$ cat config.mk
export PLATFORM = sky130hd
export DESIGN_NAME = vbi_line_seq
export DESIGN_NICKNAME = d
export VERILOG_FILES = /design/src/rtl/vbi_seq_pkg.sv /design/src/rtl/vbi_line_ctr.sv /design/src/rtl/vbi_field_ctr.sv /design/src/rtl/vbi_flag_reg.sv /design/src/rtl/vbi_line_seq.sv
export SDC_FILE = /design/constraint.sdc
export NUM_CORES = 1
export LEC_CHECK = 0
export ABC_CLOCK_PERIOD_IN_PS = 6300
export BUFFER_PORTS_ARGS = -buffer_cell sky130_fd_sc_hd__buf_2
export CAP_MARGIN = 20
export CELL_PAD_IN_SITES_DETAIL_PLACEMENT = 1
export CELL_PAD_IN_SITES_GLOBAL_PLACEMENT = 1
export CORE_ASPECT_RATIO = 0.8
export CORE_MARGIN = 1
export CORE_UTILIZATION = 32
export DETAILED_ROUTE_END_ITERATION = 16
export HOLD_SLACK_MARGIN = 0.02
export PLACE_DENSITY_LB_ADDON = 0.1
export SLEW_MARGIN = 25
export SYNTH_ARGS = -nofsm -noshare
export SYNTH_HDL_FRONTEND = slang
export SYNTH_SLANG_ARGS = --single-unit
$ cat constraint.sdc
create_clock -name clk -period 6.3 [get_ports clk]
set_input_delay 1.89 -clock clk [delete_from_list [all_inputs] [get_ports clk]]
set_output_delay 1.89 -clock clk [all_outputs]
set_load 0.1 [all_outputs]
$ cat src/rtl/vbi_seq_pkg.sv
package vbi_seq_pkg;

    localparam int LINE_W = 10;
    localparam int PH_W   = 3;
    localparam int FLD_W  = 4;

    typedef logic [LINE_W-1:0] line_t;
    typedef logic [PH_W-1:0]   phase_t;

    typedef enum logic [1:0] {
        FMT_525_I = 2'd0,
        FMT_525_P = 2'd1,
        FMT_625_I = 2'd2,
        FMT_625_P = 2'd3
    } vfmt_e;

    typedef struct packed {
        logic vsync;
        logic blank;
        logic vbi;
        logic burst;
    } line_flags_t;

    localparam line_flags_t FLAGS_FIRST_LINE = '{vsync: 1'b1, blank: 1'b1, vbi: 1'b0, burst: 1'b0};

    function automatic line_t frame_len(vfmt_e f);
        case (f)
            FMT_525_I: return 10'd525;
            FMT_525_P: return 10'd262;
            FMT_625_I: return 10'd625;
            default:   return 10'd312;
        endcase
    endfunction

    // Line where the second field begins; zero when the format has one field per frame
    function automatic line_t second_field_line(vfmt_e f);
        case (f)
            FMT_525_I: return 10'd264;
            FMT_625_I: return 10'd313;
            default:   return '0;
        endcase
    endfunction

    function automatic phase_t last_phase(vfmt_e f);
        return (f == FMT_625_I || f == FMT_625_P) ? 3'd7 : 3'd3;
    endfunction

    function automatic logic in_span(line_t l, line_t lo, line_t hi);
        return (l >= lo) && (l <= hi);
    endfunction

    function automatic line_flags_t decode_flags(vfmt_e f, line_t l, phase_t ph);
        line_flags_t r;
        logic vs, dat, boff;
        vs = 1'b0; dat = 1'b0; boff = 1'b0;
        case (f)
            FMT_525_I: begin
                vs   = in_span(l, 10'd1, 10'd9) | in_span(l, 10'd264, 10'd272);
                dat  = in_span(l, 10'd10, 10'd21) | in_span(l, 10'd262, 10'd263)
                     | in_span(l, 10'd273, 10'd284) | (l == 10'd525);
                boff = in_span(l, 10'd1, 10'd6) | in_span(l, 10'd261, 10'd269)
                     | in_span(l, 10'd523, 10'd525);
            end
            FMT_525_P: begin
                vs   = in_span(l, 10'd1, 10'd9);
                dat  = in_span(l, 10'd10, 10'd21);
                boff = in_span(l, 10'd1, 10'd6) | in_span(l, 10'd261, 10'd262);
            end
            FMT_625_I: begin
                if (!ph[1]) begin
                    vs   = in_span(l, 10'd1, 10'd6) | in_span(l, 10'd311, 10'd318)
                         | in_span(l, 10'd624, 10'd625);
                    dat  = in_span(l, 10'd7, 10'd22) | in_span(l, 10'd319, 10'd335);
                    boff = in_span(l, 10'd1, 10'd6) | in_span(l, 10'd311, 10'd318)
                         | in_span(l, 10'd623, 10'd625);
                end else begin
                    vs   = in_span(l, 10'd1, 10'd5) | in_span(l, 10'd311, 10'd319)
                         | in_span(l, 10'd624, 10'd625);
                    dat  = in_span(l, 10'd6, 10'd22) | in_span(l, 10'd320, 10'd335);
                    boff = in_span(l, 10'd1, 10'd5) | in_span(l, 10'd311, 10'd319)
                         | in_span(l, 10'd623, 10'd625);
                end
            end
            default: begin
                vs   = in_span(l, 10'd1, 10'd6) | in_span(l, 10'd311, 10'd312);
                dat  = in_span(l, 10'd7, 10'd22);
                boff = in_span(l, 10'd1, 10'd5) | in_span(l, 10'd310, 10'd312);
            end
        endcase
        r.vsync = vs;
        r.vbi   = dat;
        r.blank = vs | dat;
        r.burst = ~boff;
        return r;
    endfunction

endpackage

$ cat src/rtl/vbi_line_ctr.sv
module vbi_line_ctr
    import vbi_seq_pkg::*;
(
    input  logic  clk,
    input  logic  rst,
    input  logic  adv,
    input  logic  resync,
    input  vfmt_e fmt,
    output line_t line_q,
    output line_t line_next
);

    line_t len;

    always_comb begin
        len = frame_len(fmt);
        if (resync)
            line_next = line_t'(1);
        else if (line_q >= len)
            line_next = line_t'(1);
        else
            line_next = line_q + line_t'(1);
    end

    always_ff @(posedge clk) begin
        if (rst)
            line_q <= line_t'(1);
        else if (adv)
            line_q <= line_next;
    end

endmodule

$ cat src/rtl/vbi_field_ctr.sv
module vbi_field_ctr
    import vbi_seq_pkg::*;
(
    input  logic   clk,
    input  logic   rst,
    input  logic   adv,
    input  logic   resync,
    input  vfmt_e  fmt,
    input  line_t  line_next,
    output phase_t phase_q,
    output phase_t phase_next
);

    line_t  sec;
    phase_t last;
    logic   boundary;

    always_comb begin
        sec      = second_field_line(fmt);
        last     = last_phase(fmt);
        boundary = (line_next == line_t'(1)) || ((sec != '0) && (line_next == sec));
        if (resync)
            phase_next = '0;
        else if (phase_q > last)
            phase_next = '0;
        else if (boundary)
            phase_next = (phase_q == last) ? '0 : phase_q + phase_t'(1);
        else
            phase_next = phase_q;
    end

    always_ff @(posedge clk) begin
        if (rst)
            phase_q <= '0;
        else if (adv)
            phase_q <= phase_next;
    end

endmodule

$ cat src/rtl/vbi_flag_reg.sv
module vbi_flag_reg
    import vbi_seq_pkg::*;
(
    input  logic        clk,
    input  logic        rst,
    input  logic        adv,
    input  vfmt_e       fmt,
    input  line_t       line_next,
    input  phase_t      phase_next,
    output line_flags_t flags_q
);

    line_flags_t flags_d;

    always_comb flags_d = decode_flags(fmt, line_next, phase_next);

    always_ff @(posedge clk) begin
        if (rst)
            flags_q <= FLAGS_FIRST_LINE;
        else if (adv)
            flags_q <= flags_d;
    end

endmodule

$ cat src/rtl/vbi_line_seq.sv
module vbi_line_seq
    import vbi_seq_pkg::*;
(
    input  logic             clk,
    input  logic             rst,
    input  logic             line_strobe,
    input  logic [1:0]       fmt_sel,
    input  logic             master_mode,
    input  logic             ext_field_start,
    output logic [LINE_W-1:0] line_num,
    output logic [FLD_W-1:0]  field_idx,
    output logic             vsync_line,
    output logic             blank_line,
    output logic             vbi_line,
    output logic             burst_en
);

    vfmt_e       fmt;
    logic        resync;
    line_t       line_q, line_next;
    phase_t      phase_q, phase_next;
    line_flags_t flags_q;

    assign fmt    = vfmt_e'(fmt_sel);
    assign resync = line_strobe & ~master_mode & ext_field_start;

    vbi_line_ctr u_line (
        .clk       (clk),
        .rst       (rst),
        .adv       (line_strobe),
        .resync    (resync),
        .fmt       (fmt),
        .line_q    (line_q),
        .line_next (line_next)
    );

    vbi_field_ctr u_field (
        .clk        (clk),
        .rst        (rst),
        .adv        (line_strobe),
        .resync     (resync),
        .fmt        (fmt),
        .line_next  (line_next),
        .phase_q    (phase_q),
        .phase_next (phase_next)
    );

    vbi_flag_reg u_flags (
        .clk        (clk),
        .rst        (rst),
        .adv        (line_strobe),
        .fmt        (fmt),
        .line_next  (line_next),
        .phase_next (phase_next),
        .flags_q    (flags_q)
    );

    assign line_num   = line_q;
    assign field_idx  = FLD_W'(phase_q) + FLD_W'(1);
    assign vsync_line = flags_q.vsync;
    assign blank_line = flags_q.blank;
    assign vbi_line   = flags_q.vbi;
    assign burst_en   = flags_q.burst;

endmodule

==> run metrics <==
flop-to-flop setup slack=2.49 ns; die width=96.01 um; Hold Path Stages=2; height of the die=77.20 um; CTS Buffer Depth=2; Setup TNS=0 ns; library cells used by synthesis=72; largest area contributor in the synthesized netlist=dfxtp_1; drt drc=0; worst r2r path cells=10; hold crit path type=flip-flop to flip-flop; cts hold-fix bufs=0; area growth from synthesis to layout=8.628%; Setup crit end kind=flip-flop; f_max=0.1951 GHz; Comb pwr share=40.5%; Synth Instances=313; internal power=193.9 uW; clk sinks=17; Data arrival, critical path=5.32 ns; reg2reg end=u_flags.flags_q[0]$_SDFFE_PP0P_; all-layer global routing usage=22.67%; wire per inst=19.32 um; Avg Cell Area, Syn=7.227 um2; Switching Power=164.3 uW; max cap viols=0; status=finished clean; initial antenna violation count=0; Synth Register Bits=17; Mapped Area=2262 um2; Antenna Nets Post-Route=0; Post-synth top flop=dfxtp_1; TritonCTS clock tree=built; GRT overflow=0; Die ar.=7412 um2; Hold Path Sink=u_flags.flags_q[3]$_SDFFE_PP1P_; Core ar.=6858 um2; synth warn=0; syn_nets=336; Max-slew headroom=39.54%; Seq pwr share=33.1%; worst-case vdd ir drop=0.00006583 V; Routability Congestion=1.006; routed vias=2,472; Post-synth EDFFs=0; routed wire length=7.939 mm; Max FO, Critical Path=10; Yosys top cell area share=15.04%; DR pass1 iterations=4; largest net degree at the start of global routing=21; Final Util=35.83%; final worst-path cycle share=81.35%; Via density=6.015; crit start category=primary input; H-Tree Depth=1; RSZ-0062 raised after global routing=false; Initial DRC Count=161; leakage power=1.008 nW; setup bufs post-CTS=0; hold path start=u_flags.flags_q[3]$_SDFFE_PP1P_; worst skew pair latency=0.27 ns; Antenna Cells=0; Reg-to-Reg Start=u_line.line_q[1]$_SDFFE_PP0P_; Final Hold Vio Count=0; layout cell share with drive strength beyond 1=18.52%; Power Dens Cells=145.8 nW/um2; Area contributors post-synth=dfxtp_1 15%, ha_1 8.8%, nand2_1 5.6%; vias in the first global route=2,428; Switching Fraction=45.86%; first-pass GRT wire length=13.00 mm; CTS Root Cell=clkbuf_8; worst path required time=6.50 ns; minimum clock period=5.125 ns; Post-synth ARST share=0%; Clk network pwr share=26.4%; # port buffers=24; hpwl dp=5.973 mm; Starting Density=32.99%; IO Pins=25; Reg clk slew, reported paths=0.09 ns; CP startpoint=fmt_sel[0]; Seq/Total Area, Yosys=15.04%; PostCTS Resize Cnt=0; Row Count=27; fin nets=348; Worst-Margin Slew=0.9057 ns; clk_skew=0.006196 ns; Setup-failing EPs final=0; CP Class=primary input to flip-flop; Pins Over Slew Limit=0; total CTS buffers=3
==> worst max-delay path, stage by stage <==
cell,delay (ns)
buf_2,0.11
inv_1,0.06
ha_1,0.32
or2_2,0.39
inv_1,0.11
ha_1,0.26
a21oi_1,0.15
a21oi_1,0.11
a211o_1,0.45
a2111oi_1,0.77
a21oi_1,0.21
a31oi_2,0.23
a221oi_2,0.06
a211oi_2,0.21
==> flip-flops by register name (all words and copies together), names as in the netlist <==
register,count
u_flags.flags_q,4
u_line.line_q,10
u_field.phase_q,3
==> kinds of logic after synthesis <==
group	after synthesis	synth area share (%)
adder cells (fa/ha/maj)	16	8.849
AO/OA/AOI/OAI	82	26.44
buffers and inverters	38	7.301
flip-flops	17	15.04
AND/OR/NAND/NOR	146	35.79
XOR/XNOR	10	4.535
multiplexers	4	2.046
==> per-layer routing <==
metal	up-vias	part of all wire [%]	GRT usage, %
met4	0	1.7	5.224
met1	1224	52	34.01
met5	-	0	0
li1	1177	-	-
met3	13	4.3	3.373
met2	58	42	33.33
==> through the flow <==
stage          hold slack [ns]  worst slack [ns]  power, mW  cell area (um2)  instances
4_1_cts                 0.4643             1.223     0.3569             2457        411
3_3_place_gp            0.4371            0.8478     0.2664             2412        407
6_report                0.4562             1.175     0.3582             2457        411
3_5_place_dp            0.4524            0.9679     0.2645             2412        407
5_1_grt                 0.4700            0.8878     0.3744             2457        411
2_1_floorplan           0.4848             1.614     0.2307             2262        313
==> power by group through the flow <==
stage,Sequential [mW],Combinational [mW],Clock (mW)
CTS,0.119,0.144,0.0945
global placement,0.121,0.145,0
finish,0.119,0.145,0.0945
floorplan,0.147,0.0833,0
global route,0.119,0.156,0.0989
detailed placement,0.121,0.143,0
==> cells in the mapped netlist, drive strengths merged (3+ instances only) <==
library cell / n
xor2: 5
xnor2: 5
nand4: 16
buf: 11
a21oi: 22
nor3: 15
nand2: 34
o21ai: 17
a31oi: 5
and3: 3
or2: 4
o31ai: 6
dfxtp: 17
nand3: 17
a22oi: 3
a221oi: 3
o21a: 4
ha: 16
inv: 19
clkbuf: 8
nor4: 9
nand2b: 6
nor2: 32
==> area by class of cell <==
class	instances	area [um2]
Clock buffer	4	45.04
Fill cell	878	4400
Inverter	19	71.32
Multi-Input combinational cell	258	1757
Sequential cell	17	340.3
Tap cell	87	108.9
Timing Repair Buffer	26	135.1
==> worst max path at each step <==
stage | to | slack [ns] | cells after the start
2_1_floorplan | u_flags.flags_q[2]$_SDFFE_PP1P_ | 1.61 | 15
6_report | u_flags.flags_q[1]$_SDFFE_PP0P_ | 1.17 | 14
3_5_place_dp | u_flags.flags_q[1]$_SDFFE_PP0P_ | 0.97 | 14
5_1_grt | u_flags.flags_q[1]$_SDFFE_PP0P_ | 0.89 | 14
4_1_cts | u_flags.flags_q[1]$_SDFFE_PP0P_ | 1.22 | 14
3_3_place_gp | u_flags.flags_q[1]$_SDFFE_PP0P_ | 0.85 | 14
==> cell usage in the layout (no fill, tap or decap), types with 5 or more instances in the layout <==
| cell | netlist | final |
|---|---|---|
| o21ai_0 | 16 | 16 |
| nand2_1 | 34 | 34 |
| inv_1 | 19 | 19 |
| buf_2 | 6 | 24 |
| ha_1 | 16 | 16 |
| nor2_1 | 31 | 31 |
| nor3_1 | 13 | 13 |
| nand2b_1 | 5 | 5 |
| nand3_1 | 14 | 14 |
| dfxtp_1 | 17 | 17 |
| a21oi_1 | 22 | 22 |
| o31ai_1 | 5 | 5 |
| nor4_1 | 7 | 7 |
| nand4_1 | 14 | 14 |
Note: power is estimated with default switching activity, not from simulation.
